### config.mk
export PLATFORM = sky130hd
export DESIGN_NAME = rvc_expand_stage
export DESIGN_NICKNAME = d
export VERILOG_FILES = /design/src/rtl/rvc_pkg.sv /design/src/rtl/rvc_q0_dec.sv /design/src/rtl/rvc_q1_dec.sv /design/src/rtl/rvc_q2_dec.sv /design/src/rtl/rvc_expand_stage.sv
export SDC_FILE = /design/constraint.sdc
export NUM_CORES = 1
export LEC_CHECK = 0
export BUFFER_PORTS_ARGS = -buffer_cell sky130_fd_sc_hd__buf_2
export CAP_MARGIN = 0
export CORE_MARGIN = 2
export CORE_UTILIZATION = 40
export DETAILED_ROUTE_END_ITERATION = 8
export SYNTH_ARGS = -nofsm -noshare
export SYNTH_HDL_FRONTEND = slang
export SYNTH_SLANG_ARGS = --single-unit
### constraint.sdc
create_clock -name clk -period 2.4 [get_ports clk]
set_clock_uncertainty 0.1 [all_clocks]
set_input_delay 0.12 -clock clk [delete_from_list [all_inputs] [get_ports clk]]
set_output_delay 0.12 -clock clk [all_outputs]
set_load 0.05 [all_outputs]
### src/rtl/rvc_pkg.sv
// Package: shared widths, RV32I opcodes and instruction-format builders.
// Assumes: callers supply fields already in target bit order.
package rvc_pkg;
    localparam int CW = 16;
    localparam int IW = 32;
    localparam int RW = 5;

    localparam logic [6:0] OP_LOAD   = 7'b0000011;
    localparam logic [6:0] OP_STORE  = 7'b0100011;
    localparam logic [6:0] OP_IMM    = 7'b0010011;
    localparam logic [6:0] OP_REG    = 7'b0110011;
    localparam logic [6:0] OP_LUI    = 7'b0110111;
    localparam logic [6:0] OP_BRANCH = 7'b1100011;
    localparam logic [6:0] OP_JALR   = 7'b1100111;
    localparam logic [6:0] OP_JAL    = 7'b1101111;
    localparam logic [IW-1:0] WORD_EBREAK = 32'h0010_0073;

    localparam logic [RW-1:0] REG_ZERO = 5'd0;
    localparam logic [RW-1:0] REG_RA   = 5'd1;
    localparam logic [RW-1:0] REG_SP   = 5'd2;

    // Result of one quadrant decoder.
    typedef struct packed {
        logic [IW-1:0] word;
        logic          bad;
    } xlat_t;

    // I-type word.
    function automatic logic [IW-1:0] mk_i(logic [11:0] imm, logic [RW-1:0] rs1,
                                          logic [2:0] f3, logic [RW-1:0] rd, logic [6:0] op);
        return {imm, rs1, f3, rd, op};
    endfunction

    // S-type word.
    function automatic logic [IW-1:0] mk_s(logic [11:0] imm, logic [RW-1:0] rs2,
                                          logic [RW-1:0] rs1, logic [2:0] f3);
        return {imm[11:5], rs2, rs1, f3, imm[4:0], OP_STORE};
    endfunction

    // B-type word from a 13-bit byte offset.
    function automatic logic [IW-1:0] mk_b(logic [12:0] imm, logic [RW-1:0] rs1, logic [2:0] f3);
        return {imm[12], imm[10:5], REG_ZERO, rs1, f3, imm[4:1], imm[11], OP_BRANCH};
    endfunction

    // J-type word from a 21-bit byte offset.
    function automatic logic [IW-1:0] mk_j(logic [20:0] imm, logic [RW-1:0] rd);
        return {imm[20], imm[10:1], imm[11], imm[19:12], rd, OP_JAL};
    endfunction

    // R-type word.
    function automatic logic [IW-1:0] mk_r(logic [6:0] f7, logic [RW-1:0] rs2, logic [RW-1:0] rs1,
                                          logic [2:0] f3, logic [RW-1:0] rd);
        return {f7, rs2, rs1, f3, rd, OP_REG};
    endfunction

    // Expand a 3-bit compact register field to x8..x15.
    function automatic logic [RW-1:0] creg(logic [2:0] f);
        return {2'b01, f};
    endfunction
endpackage

### src/rtl/rvc_q0_dec.sv
// Quadrant 00 decoder: stack-pointer add into register, compact word load/store.
// Assumes: input bits [1:0] are 00 (checked by the parent); floating-point and
// wide forms in this quadrant are reported as bad.
module rvc_q0_dec
    import rvc_pkg::*;
(
    input  logic [CW-1:2] cw,
    output xlat_t         res
);
    logic [9:0] spn_imm;
    logic [6:0] mem_off;

    // Unscramble the immediates of this quadrant.
    always_comb begin
        spn_imm = {cw[10:7], cw[12:11], cw[5], cw[6], 2'b00};
        mem_off = {cw[5], cw[12:10], cw[6], 2'b00};
    end

    // Select the expansion by funct3.
    always_comb begin
        res = '0;
        unique case (cw[15:13])
            3'b000: begin
                res.word = mk_i({2'b00, spn_imm}, REG_SP, 3'b000, creg(cw[4:2]), OP_IMM);
                res.bad  = (spn_imm == 10'd0);
            end
            3'b010: res.word = mk_i({5'd0, mem_off}, creg(cw[9:7]), 3'b010, creg(cw[4:2]), OP_LOAD);
            3'b110: res.word = mk_s({5'd0, mem_off}, creg(cw[4:2]), creg(cw[9:7]), 3'b010);
            default: res.bad = 1'b1;
        endcase
    end
endmodule

### src/rtl/rvc_q1_dec.sv
// Quadrant 01 decoder: immediate arithmetic, jumps, branches, upper immediate,
// stack adjust and compact register arithmetic.
// Assumes: input bits [1:0] are 01; forms only valid on wider cores are bad.
module rvc_q1_dec
    import rvc_pkg::*;
(
    input  logic [CW-1:2] cw,
    output xlat_t         res
);
    logic [RW-1:0] rd_full;
    logic [RW-1:0] rd_cmp;
    logic [RW-1:0] rs2_cmp;
    logic [11:0]   imm6_sx;
    logic [20:0]   jmp_off;
    logic [12:0]   br_off;
    logic [11:0]   sp_off;
    logic [19:0]   upper;
    logic [2:0]    logic_f3;

    // Field extraction and immediate unscrambling.
    always_comb begin
        rd_full = cw[11:7];
        rd_cmp  = creg(cw[9:7]);
        rs2_cmp = creg(cw[4:2]);
        imm6_sx = {{6{cw[12]}}, cw[12], cw[6:2]};
        jmp_off = {{10{cw[12]}}, cw[8], cw[10:9], cw[6], cw[7], cw[2], cw[11], cw[5:3], 1'b0};
        br_off  = {{5{cw[12]}}, cw[6:5], cw[2], cw[11:10], cw[4:3], 1'b0};
        sp_off  = {{3{cw[12]}}, cw[4:3], cw[5], cw[2], cw[6], 4'b0000};
        upper   = {{14{cw[12]}}, cw[12], cw[6:2]};
    end

    // funct3 for the register-register logic group, picked by bits 6:5.
    always_comb begin
        unique case (cw[6:5])
            2'b00:   logic_f3 = 3'b000;
            2'b01:   logic_f3 = 3'b100;
            2'b10:   logic_f3 = 3'b110;
            default: logic_f3 = 3'b111;
        endcase
    end

    // Select the expansion by funct3 and sub-fields.
    always_comb begin
        res = '0;
        unique case (cw[15:13])
            3'b000: res.word = mk_i(imm6_sx, rd_full, 3'b000, rd_full, OP_IMM);
            3'b001: res.word = mk_j(jmp_off, REG_RA);
            3'b010: begin
                res.word = mk_i(imm6_sx, REG_ZERO, 3'b000, rd_full, OP_IMM);
                res.bad  = (rd_full == REG_ZERO);
            end
            3'b011: begin
                if (rd_full == REG_SP) begin
                    res.word = mk_i(sp_off, REG_SP, 3'b000, REG_SP, OP_IMM);
                end else begin
                    res.word = {upper, rd_full, OP_LUI};
                    res.bad  = (rd_full == REG_ZERO) || ({cw[12], cw[6:2]} == 6'd0);
                end
            end
            3'b100: begin
                unique case (cw[11:10])
                    2'b00: begin
                        res.word = mk_i({7'b0000000, cw[6:2]}, rd_cmp, 3'b101, rd_cmp, OP_IMM);
                        res.bad  = cw[12];
                    end
                    2'b01: begin
                        res.word = mk_i({7'b0100000, cw[6:2]}, rd_cmp, 3'b101, rd_cmp, OP_IMM);
                        res.bad  = cw[12];
                    end
                    2'b10: res.word = mk_i(imm6_sx, rd_cmp, 3'b111, rd_cmp, OP_IMM);
                    default: begin
                        res.word = mk_r((cw[6:5] == 2'b00) ? 7'b0100000 : 7'b0000000,
                                        rs2_cmp, rd_cmp, logic_f3, rd_cmp);
                        res.bad  = cw[12];
                    end
                endcase
            end
            3'b101: res.word = mk_j(jmp_off, REG_ZERO);
            3'b110: res.word = mk_b(br_off, rd_cmp, 3'b000);
            default: res.word = mk_b(br_off, rd_cmp, 3'b001);
        endcase
    end
endmodule

### src/rtl/rvc_q2_dec.sv
// Quadrant 10 decoder: shift-left, stack-relative load/store, and the
// jump-register / move / breakpoint / link-jump / add group.
// Assumes: input bits [1:0] are 10; floating-point and wide forms are bad.
module rvc_q2_dec
    import rvc_pkg::*;
(
    input  logic [CW-1:2] cw,
    output xlat_t         res
);
    logic [RW-1:0] rd_full;
    logic [RW-1:0] rs2_full;
    logic [7:0]    ld_off;
    logic [7:0]    st_off;

    // Field extraction and offset unscrambling.
    always_comb begin
        rd_full  = cw[11:7];
        rs2_full = cw[6:2];
        ld_off   = {cw[3:2], cw[12], cw[6:4], 2'b00};
        st_off   = {cw[8:7], cw[12:9], 2'b00};
    end

    // Select the expansion; the funct3 100 group uses fixed precedence.
    always_comb begin
        res = '0;
        unique case (cw[15:13])
            3'b000: begin
                res.word = mk_i({7'b0000000, rs2_full}, rd_full, 3'b001, rd_full, OP_IMM);
                res.bad  = cw[12] || (rd_full == REG_ZERO);
            end
            3'b010: res.word = mk_i({4'd0, ld_off}, REG_SP, 3'b010, rd_full, OP_LOAD);
            3'b100: begin
                if (!cw[12]) begin
                    if (rs2_full == REG_ZERO) res.word = mk_i(12'd0, rd_full, 3'b000, REG_ZERO, OP_JALR);
                    else                      res.word = mk_r(7'd0, rs2_full, REG_ZERO, 3'b000, rd_full);
                end else begin
                    if (rs2_full == REG_ZERO && rd_full == REG_ZERO) res.word = WORD_EBREAK;
                    else if (rs2_full == REG_ZERO) res.word = mk_i(12'd0, rd_full, 3'b000, REG_RA, OP_JALR);
                    else                           res.word = mk_r(7'd0, rs2_full, rd_full, 3'b000, rd_full);
                end
            end
            3'b110: res.word = mk_s({4'd0, st_off}, rs2_full, REG_SP, 3'b010);
            default: res.bad = 1'b1;
        endcase
    end
endmodule

### src/rtl/rvc_expand_stage.sv
// Top: routes the halfword to its quadrant decoder, passes full-width words
// through, zeroes illegal results and (REG_OUT=1) registers the outputs.
// Assumes: one instruction per cycle; synchronous active-low reset.
module rvc_expand_stage
    import rvc_pkg::*;
#(
    parameter bit REG_OUT = 1'b1
) (
    input  logic          clk,
    input  logic          rst_n,
    input  logic          in_valid,
    input  logic [CW-1:0] in_half,
    input  logic [CW-1:0] in_upper,
    output logic          out_valid,
    output logic [IW-1:0] out_word,
    output logic          out_illegal,
    output logic          out_compressed
);
    xlat_t         q0_res, q1_res, q2_res, pick;
    logic [IW-1:0] nxt_word;
    logic          nxt_bad;
    logic          nxt_comp;

    rvc_q0_dec u_q0 (.cw(in_half[CW-1:2]), .res(q0_res));
    rvc_q1_dec u_q1 (.cw(in_half[CW-1:2]), .res(q1_res));
    rvc_q2_dec u_q2 (.cw(in_half[CW-1:2]), .res(q2_res));

    // Quadrant select, pass-through and illegal zeroing.
    always_comb begin
        unique case (in_half[1:0])
            2'b00:   pick = q0_res;
            2'b01:   pick = q1_res;
            2'b10:   pick = q2_res;
            default: pick = '{word: {in_upper, in_half}, bad: 1'b0};
        endcase
        nxt_comp = (in_half[1:0] != 2'b11);
        nxt_bad  = pick.bad;
        nxt_word = pick.bad ? '0 : pick.word;
    end

    generate
        if (REG_OUT) begin : g_reg
            // Output register stage with synchronous reset.
            always_ff @(posedge clk) begin
                if (!rst_n) begin
                    out_valid      <= 1'b0;
                    out_word       <= '0;
                    out_illegal    <= 1'b0;
                    out_compressed <= 1'b0;
                end else begin
                    out_valid      <= in_valid;
                    out_word       <= nxt_word;
                    out_illegal    <= nxt_bad;
                    out_compressed <= nxt_comp;
                end
            end
        end else begin : g_comb
            // Combinational build: outputs follow the inputs directly.
            always_comb begin
                out_valid      = in_valid;
                out_word       = nxt_word;
                out_illegal    = nxt_bad;
                out_compressed = nxt_comp;
            end
        end
    endgenerate
endmodule

# Word-level counts from Yosys, hierarchy flattened
# Index checks and enable logic that the tools add are counted.
# word_totals
in_bits	35
out_inout_bits	35
ff_bits	35
wordCells	50
# classes
bitwise_logic	1
reduce_logical	14
eq_ne	14
n_mux	17
# ops
operator	n
32-bit case mux with 7 select lines	1
32-bit case mux with 4 select lines	1
33-bit case mux with 3 select lines	1
32-bit case mux with 3 select lines	1
30-bit case mux with 3 select lines	1
32-bit 2-to-1 mux	2
25-bit 2-to-1 mux	2
29-bit 2-to-1 mux	1
10-bit zero test	1
5-bit zero test	2
3-bit equality test (second input constant)	3
3-bit case mux with 3 select lines	1
2-bit by 1-bit equality test with 1-bit output (second input constant)	3
2-bit equality test (second input constant)	3
3-bit by 2-bit equality test with 1-bit output (second input constant)	2
2-bit zero test	3
6-bit zero test	1
6-bit 2-to-1 mux	1
5-bit by 2-bit equality test with 1-bit output (second input constant)	1
1-bit case mux with 2 select lines	2
2-bit OR reduction	2
3-bit by 1-bit equality test with 1-bit output (second input constant)	1
3-bit zero test	1
1-bit case mux with 3 select lines	1
other kinds (6)	8

# Logic depth before layout (Yosys ltp)
# Gate-level depths: netlist of run 1.
# logic_depth
depth_word	7
depth_mapped	9
mapped_depth_nobuf	5

# Hierarchy
# From an unflattened synthesis of run 1, not the netlist that was laid out.
# hier_totals
cells_unflattened	358
hier_area_um2	3487.1
# by_module_without_submodules
mod	area_per_inst_um2	cells_per_inst	seq_area_each_um2	instances
rvc_expand_stage	1989.4	120	700.7	1
rvc_q1_dec	749.5	127	0.0	1
rvc_q2_dec	435.4	62	0.0	1
rvc_q0_dec	312.8	49	0.0	1

# Worst setup path before layout of run 1
# Ideal clock, no wire load.
# synth_path
path_type	input-to-reg
from	input in_half[7]
to	register out_word[6]
path_buffers	4
t_arrival_ns	1.738
setup_ns	0.086
setup_slack_ns	0.476
stages	9
required_ns	2.214
path_cell_list	buf_6 -> or4_4 -> buf_6 -> nand4_1 -> a221oi_1 -> or3_1 -> buf_2 -> buf_6 -> a221oi_2
# synth_via
elab_chain_cells	6
elab_cells_between_ends	15
classes_between	eq/ne: 1; mux: 8; reduce/logical: 6
# synth_lines
element	line	rtl
start, declared	rvc_expand_stage.sv:12	input logic [CW-1:0] in_half,
5-bit zero test	--	
1-bit logical AND / 1-bit logical OR (equally long branches)	rvc_q2_dec.sv:37, rvc_q1_dec.sv:57	
32-bit 2-to-1 mux / 1-bit 2-to-1 mux (equally long branches)	rvc_q2_dec.sv:37, rvc_q1_dec.sv:53	
32-bit 2-to-1 mux / 1-bit case mux with 3 select lines (equally long branches)	rvc_q2_dec.sv:33, rvc_q1_dec.sv:45	
32-bit case mux with 4 select lines / 33-bit case mux with 3 select lines (equally long branches)	rvc_q2_dec.sv:26, rvc_expand_stage.sv:30	
33-bit case mux with 3 select lines (*)	rvc_expand_stage.sv:30	unique case (in_half[1:0])
end signal, assigned	rvc_expand_stage.sv:52	out_word <= nxt_word;
end, declared	rvc_expand_stage.sv:15	output logic [IW-1:0] out_word,
# Every way passes the cells marked *; elsewhere a longest branch is shown, timed or not.
# A chain may end at the register's enable or synchronous reset.

# Final worst setup path of run 1
# layout_path
from	input in_half[9]
to	register out_word[17]
# The elaborated chain is that of the path after synthesis.

==> insert_results.sql, run 1 <==
INSERT INTO impl_metrics (metric_group, metric, value, unit) VALUES
('clocking', 'cts.sink_count', '35', ''),
('timing', 'setup_viol', '0', ''),
('drt', 'dr.pass1.iters', '6', ''),
('global_route', 'global_route_wire_length_before_repair', '16.4', 'mm'),
('outcome', 'outcome', 'completed', ''),
('clocking', 'ctsLongestPathBuffers', '2', ''),
('global_route', 'grt_antenna_before_repair', '0', ''),
('placed_design', 'dpl_cell_area', '3190', 'um^2'),
('floorplan', 'starting_utilization_of_the_core_area', '41.6', '%'),
('floorplan', 'fp.dieH', '85.5', 'um'),
('logic_synthesis', 'most_frequent_cell_after_synthesis', 'sky130_fd_sc_hd__dfxtp_1', ''),
('timing', 'worst_pin_slew', '0.550', 'ns'),
('drt', 'route.final.wire_length', '10.7', 'mm'),
('power_and_ir_drop', 'leakage', '1.41', 'nW'),
('logic_synthesis', 'synth_cell_type_count', '61', ''),
('timing', 'min_setup_slack_post_route', '0.556', 'ns'),
('logic_synthesis', 'synth.ff_latch_count', '35', ''),
('timing', 'drv_slew', '0', ''),
('setup_path', 'cp-end-kind', 'register', ''),
('setup_path', 'timing.setup.critical_path_class', 'input port to register', ''),
('floorplan', 'coreArea', '6390', 'um^2'),
('timing', 'grt_setup_unrepaired', 'no', ''),
('worst_hold_path', 'holdCritPathClass', 'input port to register', ''),
('global_route', 'grt_use_total', '28.6', '%'),
('timing', 'fin_hold_ws', '0.0155', 'ns'),
('logic_synthesis', 'synthesis.area_per_instance', '7.36', 'um^2'),
('drt', 'post-route-drc-count', '0', ''),
('clocking', 'cts_root_buffer', 'sky130_fd_sc_hd__clkbuf_8', ''),
('logic_synthesis', 'netlist.top_cell.by_area', 'sky130_fd_sc_hd__dfxtp_1', ''),
('cells_and_area', 'fin_nets', '471', ''),
('placed_design', 'dp_hpwl', '7.78', 'mm'),
('setup_path', 'critical_path.max_fanout', '8', ''),
('clocking', 'cts_inserted_buffers', '5', ''),
('cells_and_area', 'n_antenna_cell', '0', ''),
('cells_and_area', 'fraction_of_layout_cells_with_a_size_suffix_above_1', '30.9', '%'),
('global_route', 'grt_pass1_vias', '2996', ''),
('logic_synthesis', 'synth_flop_cell', 'sky130_fd_sc_hd__dfxtp_1', ''),
('cells_and_area', 'finish.instance_area', '3350', 'um^2'),
('logic_synthesis', 'yosys-top-cells-count', '35 x sky130_fd_sc_hd__dfxtp_1, 29 x sky130_fd_sc_hd__clkbuf_1, 29 x sky130_fd_sc_hd__nor2_1, 28 x sky130_fd_sc_hd__nand2_1, 26 x sky130_fd_sc_hd__o21ai_0', ''),
('floorplan', 'rows', '29', ''),
('logic_synthesis', 'synthesis.nets', '396', ''),
('timing', 'peak_freq', '542', 'MHz'),
('power_and_ir_drop', 'power_density', '534', 'nW/um^2'),
('power_and_ir_drop', 'maximum_vdd_drop', '0.297', 'mV'),
('logic_synthesis', 'yosys_warnings', '0', ''),
('drt', 'vias', '3355', ''),
('setup_path', 'timing.critical_path.from_type', 'input port', ''),
('timing', 'period_share', '76.8', '%'),
('logic_synthesis', 'async_reset_ff_share', '0', '%'),
('logic_synthesis', 'syn-cell-area', '2660', 'um^2'),
('placed_design', 'placement.io_buffers', '69', ''),
('placed_design', 'gp_congestion', '1.03', ''),
('placed_design', 'dp_worst_setup_slack', '0.277', 'ns'),
('timing', 'setup-tns-final', '0', 'ns'),
('logic_synthesis', 'yosys-top-cells-area', 'sky130_fd_sc_hd__dfxtp_1 26%, sky130_fd_sc_hd__o21ai_0 4.9%, sky130_fd_sc_hd__a21oi_1 4.5%', ''),
('logic_synthesis', 'synth.yosys.seq_area_share', '26.4', '%'),
('drt', 'antenna_violating_nets_post_route', '0', ''),
('clocking', 'h-tree-depth', '2', ''),
('flow_run', 'drv.max_cap_violation_count', '0', ''),
('timing', 'hold_violations', '0', ''),
('timing', 'timing.slew.headroom', '63.2', '%'),
('global_route', 'grt_start_max_net_pins', '32', ''),
('setup_path', 'cp_data_arrival_time', '1.93', 'ns'),
('cells_and_area', 'syn2layout_area_growth', '26.1', '%'),
('timing', 'timing.final.crit_period', '1.84', 'ns'),
('global_route', 'globalRouteOverflowTotal', '0', ''),
('drt', 'detail_route.vias_per_cell', '6.53', ''),
('setup_path', 'worst_endpoint_required_time', '2.48', 'ns'),
('floorplan', 'die_width', '85.5', 'um'),
('logic_synthesis', 'synth_largest_type_area_fraction', '26.4', '%'),
('clocking', 'clkTransAtPathRegs', '0.08', 'ns'),
('drt', 'wl_per_cell', '20.7', 'um'),
('drt', 'first_iter_violations', '602', ''),
('logic_synthesis', 'synth_enable_flop_cells', '0', ''),
('clocking', 'cts_tree', 'built', ''),
('logic_synthesis', 'syn-instance-count', '361', ''),
('floorplan', 'floorplan.die_area', '7310', 'um^2'),
('clocking', 'post-cts-setup-buffer-count', '0', ''),
('floorplan', 'boundaryPins', '70', '');
[through the flow]
stage	util, %	total power [W]	instances
5_1_grt	52.5	0.00185	514
3_5_place_dp	50.0	0.00122	502
6_report	52.5	0.00179	514
4_1_cts	52.5	0.00178	514
3_3_place_gp	50.0	0.00123	502
2_1_floorplan	-	0.00103	361
[worst max-delay path, stage by stage]
cell and delay, ns:
sky130_fd_sc_hd__buf_2 0.15, sky130_fd_sc_hd__or4_4 0.60, sky130_fd_sc_hd__o311ai_1 0.35, sky130_fd_sc_hd__o221ai_1 0.26
sky130_fd_sc_hd__a211oi_1 0.37, sky130_fd_sc_hd__nor3_2 0.07
[worst paths after layout]
path / start / end / slack [ns] / cells past startpoint
worst max-delay path: in_half[9] / out_word[17]$_SDFF_PP0_ / 0.56 / 6
worst min-delay path: in_upper[6] / out_word[22]$_SDFF_PP0_ / 0.02 / 3
[placed cells by master, fill, tap and decap left out, types with 6 or more instances in the layout]
master,count
sky130_fd_sc_hd__buf_2,69
sky130_fd_sc_hd__dfxtp_1,35
sky130_fd_sc_hd__buf_4,35
sky130_fd_sc_hd__nor2_1,29
sky130_fd_sc_hd__nand2_1,28
sky130_fd_sc_hd__o21ai_0,26
sky130_fd_sc_hd__a21oi_1,24
sky130_fd_sc_hd__nand3_1,14
sky130_fd_sc_hd__nor2b_1,11
sky130_fd_sc_hd__inv_1,10
sky130_fd_sc_hd__nor3_1,9
sky130_fd_sc_hd__a31oi_1,9
sky130_fd_sc_hd__and2_1,8
sky130_fd_sc_hd__o211ai_1,7
sky130_fd_sc_hd__nor3b_1,6
sky130_fd_sc_hd__a221oi_1,6
sky130_fd_sc_hd__a211oi_2,6
sky130_fd_sc_hd__o2111ai_1,6
sky130_fd_sc_hd__nor3_2,6
sky130_fd_sc_hd__clkbuf_8,6
[power by group]
part / total [W] / switching [W] / internal (W)
clock network: 0.000562 / 0.000226 / 0.000336
logic: 0.000603 / 0.000415 / 0.000188
registers: 0.000624 / 0.00000779 / 0.000616
[timing repair]
action / CTS / global route
hold buffers: 4 / 0
resized for setup: 0 / 0
endpoints found under the hold margin: 3 / 0
[registers in the layout, indices dropped and copies added, names as in the netlist]
name	flops
out_word	32
out_illegal	1
out_valid	1
out_compressed	1
[cells by family after synthesis]
kind of cell,after synthesis,share of synthesized area [%]
AOI/OAI and AO/OA,137,37.0
and+or+nand+nor,134,27.1
buffers and inverters,53,8.76
DFF,35,26.4
muxes,2,0.801
[routing by layer]
layer  vias to the layer above  global-route usage (%)  wire length [um]
met4                         0                    12.1               467
met5                         -                       0                 0
met1                      1520                    41.0              4340
li1                       1505                       -                 -
met3                        51                    6.06              1390
met2                       279                    41.2              4470
[layout make-up]
cell class                 instances  area [um^2]
clock buffer                       6         82.6
clock inverter                     2         35.0
fill                             652         3040
inverter                          12         45.0
multi-input combinational        273         1720
sequential                        35          701
tap                               77         96.3
timing repair buffer             109          668
Note: power is estimated with default switching activity, not from simulation.
==> run 2, diff against run 1 <==
- clock period: 2.4 -> 1.7 ns (I/O delays scaled with it)
==> run 2 against run 1 <==
Highest routed layer unchanged. Via count increased by 7.1%. Sequential power up 41%. Utilization up 9.5 points. The run now ends with hold timing left. Largest power group is now combinational logic.
==> insert_results.sql, run 2 (same netlist as run 1, synthesis figures left out) <==
INSERT INTO impl_metrics (metric_group, metric, value, unit) VALUES
('power_and_ir_drop', 'maximum_vdd_drop', '0.474', 'mV'),
('timing', 'min_setup_slack_post_route', '0.0893', 'ns'),
('floorplan', 'die_width', '85.5', 'um'),
('timing', 'setup-tns-final', '0', 'ns'),
('timing', 'hold_violations', '1', ''),
('floorplan', 'starting_utilization_of_the_core_area', '41.6', '%'),
('flow_run', 'drv.max_cap_violation_count', '0', ''),
('outcome', 'outcome', 'complete, but fails checks', ''),
('cells_and_area', 'most_common_cell_after_layout_fill_and_taps_aside', 'sky130_fd_sc_hd__buf_4', ''),
('placed_design', 'gp_congestion', '1.03', ''),
('timing', 'peak_freq', '621', 'MHz'),
('floorplan', 'floorplan.die_area', '7310', 'um^2'),
('drt', 'dr.pass1.iters', '6', ''),
('timing', 'grt_setup_unrepaired', 'yes', ''),
('power_and_ir_drop', 'power_report.internal_total', '0.00171', 'W'),
('clocking', 'ctsLongestPathBuffers', '2', ''),
('floorplan', 'fp.dieH', '85.5', 'um'),
('power_and_ir_drop', 'power_frac_comb', '37.1', '%'),
('clocking', 'h-tree-depth', '2', ''),
('timing', 'timing.slew.headroom', '69.2', '%'),
('power_and_ir_drop', 'power_frac_seq', '32.8', '%'),
('drt', 'first_iter_violations', '457', ''),
('global_route', 'global_route_wire_length_before_repair', '18.9', 'mm'),
('global_route', 'grt_use_total', '33.7', '%'),
('worst_hold_path', 'holdCritPathClass', 'input port to register', ''),
('cells_and_area', 'syn2layout_area_growth', '48.9', '%'),
('drt', 'wl_per_cell', '20.9', 'um'),
('clocking', 'cts_root_buffer', 'sky130_fd_sc_hd__clkbuf_8', ''),
('cells_and_area', 'most-common-layout-cells', '95 x sky130_fd_sc_hd__buf_4, 69 x sky130_fd_sc_hd__buf_2, 35 x sky130_fd_sc_hd__dfxtp_1, 28 x sky130_fd_sc_hd__nand2_1', ''),
('placed_design', 'dp_hpwl', '9.07', 'mm'),
('drt', 'route.final.wire_length', '12.1', 'mm'),
('power_and_ir_drop', 'clock_power_share', '30.0', '%'),
('clocking', 'cts_inserted_buffers', '5', ''),
('cells_and_area', 'n_antenna_cell', '0', ''),
('global_route', 'grt_pass1_vias', '3381', ''),
('placed_design', 'dp_worst_setup_slack', '-0.337', 'ns'),
('timing', 'worst_pin_slew', '0.458', 'ns'),
('clocking', 'clkTransAtPathRegs', '0.08', 'ns'),
('power_and_ir_drop', 'netSwitchingPower', '0.000978', 'W'),
('power_and_ir_drop', 'power_density', '678', 'nW/um^2'),
('floorplan', 'rows', '29', ''),
('setup_path', 'cp-end-kind', 'register', ''),
('power_and_ir_drop', 'leakage', '1.75', 'nW'),
('global_route', 'grt_start_max_net_pins', '22', ''),
('setup_path', 'worst_endpoint_required_time', '1.77', 'ns'),
('clocking', 'cts_tree', 'built', ''),
('cells_and_area', 'fraction_of_layout_cells_with_a_size_suffix_above_1', '42.1', '%'),
('drt', 'post-route-drc-count', '0', ''),
('global_route', 'grt_antenna_before_repair', '0', ''),
('timing', 'timing.final.crit_period', '1.61', 'ns'),
('clocking', 'cts.sink_count', '35', ''),
('timing', 'period_share', '94.7', '%'),
('timing', 'drv_slew', '0', ''),
('cells_and_area', 'n_fill_cell', '598', ''),
('cells_and_area', 'fin_nets', '537', ''),
('floorplan', 'coreArea', '6390', 'um^2'),
('setup_path', 'critical_path.max_fanout', '6', ''),
('power_and_ir_drop', 'netSwitchingFraction', '36.4', '%'),
('drt', 'antenna_violating_nets_post_route', '0', ''),
('timing', 'setup_viol', '0', ''),
('cells_and_area', 'number_of_flip_flops_in_the_largest_register', '32', ''),
('cells_and_area', 'regMostFlops', 'out_word', ''),
('floorplan', 'boundaryPins', '70', ''),
('placed_design', 'placement.io_buffers', '69', ''),
('clocking', 'post-cts-setup-buffer-count', '0', ''),
('drt', 'vias', '3594', ''),
('global_route', 'globalRouteOverflowTotal', '0', ''),
('timing', 'fin_hold_ws', '-0.000757', 'ns'),
('drt', 'detail_route.vias_per_cell', '6.20', ''),
('outcome', 'violations', 'hold timing', ''),
('setup_path', 'cp_data_arrival_time', '1.68', 'ns'),
('setup_path', 'timing.setup.critical_path_class', 'input port to register', ''),
('setup_path', 'timing.critical_path.from_type', 'input port', '');
[run 2: cell types whose count changed in the layout (fill, tap and decap cells not counted), sizes merged]
cell / previous run / this run
buf: 105 / 168
dlygate4sd3: 4 / 7
[run 2: final cells by class]
class                           instances  area [um^2]  share of cell area (%)
Inverter                               12         45.0                    1.14
Sequential cell                        35          701                    17.7
Clock inverter                          2         35.0                   0.886
Tap cell                               77         96.3                    2.44
Clock buffer                            6         82.6                    2.09
Multi-Input combinational cell        273         1810                    45.6
Timing Repair Buffer                  175         1190                    30.1
[run 2: worst paths after layout]
path / slack [ns] / startpoint / end / cells past startpoint
max: 0.09 / in_half[9] / out_word[18]$_SDFF_PP0_ / 8
min: -0.0008 / in_upper[7] / out_word[23]$_SDFF_PP0_ / 3
[run 2: power groups by stage]
stage | Combinational (W) | Clock (W) | Sequential, W
floorplan | 0.000389 | 0 | 0.00108
global placement | 0.000949 | 0 | 0.000900
detailed placement | 0.000943 | 0 | 0.000900
CTS | 0.000960 | 0.000812 | 0.000881
global route | 0.00105 | 0.000840 | 0.000884
finish | 0.000997 | 0.000806 | 0.000881
[run 2: worst max-delay path: stages]
cell,delay [ns]
sky130_fd_sc_hd__buf_2,0.11
sky130_fd_sc_hd__or4_4,0.54
sky130_fd_sc_hd__buf_6,0.16
sky130_fd_sc_hd__nor3_2,0.16
sky130_fd_sc_hd__buf_4,0.14
sky130_fd_sc_hd__a2111oi_0,0.05
sky130_fd_sc_hd__a221oi_1,0.33
sky130_fd_sc_hd__a21oi_1,0.12
[run 2: through the flow]
stage	cells	cell area [um^2]	utilization (%)	total power, W
after floorplan	361	2690	-	0.00147
after global placement	565	3690	57.8	0.00185
after detailed placement	565	3690	57.8	0.00184
after CTS	580	3890	60.9	0.00265
after global routing	580	3960	62.0	0.00278
final	580	3960	62.0	0.00268
[run 2: what timing repair did]
item / in CTS / in global routing
pin swaps: 0 / 2
endpoints found under the setup margin: 3 / 31
hold buffers: 7 / 0
resized for setup: 2 / 13
endpoints found under the hold margin: 7 / 0
[run 2: routing by layer]
| metal | part of all wire [%] | vias up | track usage [%] |
|---|---|---|---|
| met1 | 42 | 1637 | 46.2 |
| met4 | 5.1 | 0 | 17.3 |
| met2 | 42 | 251 | 50.2 |
| li1 | - | 1644 | - |
| met5 | 0 | - | 0 |
| met3 | 11 | 62 | 6.54 |
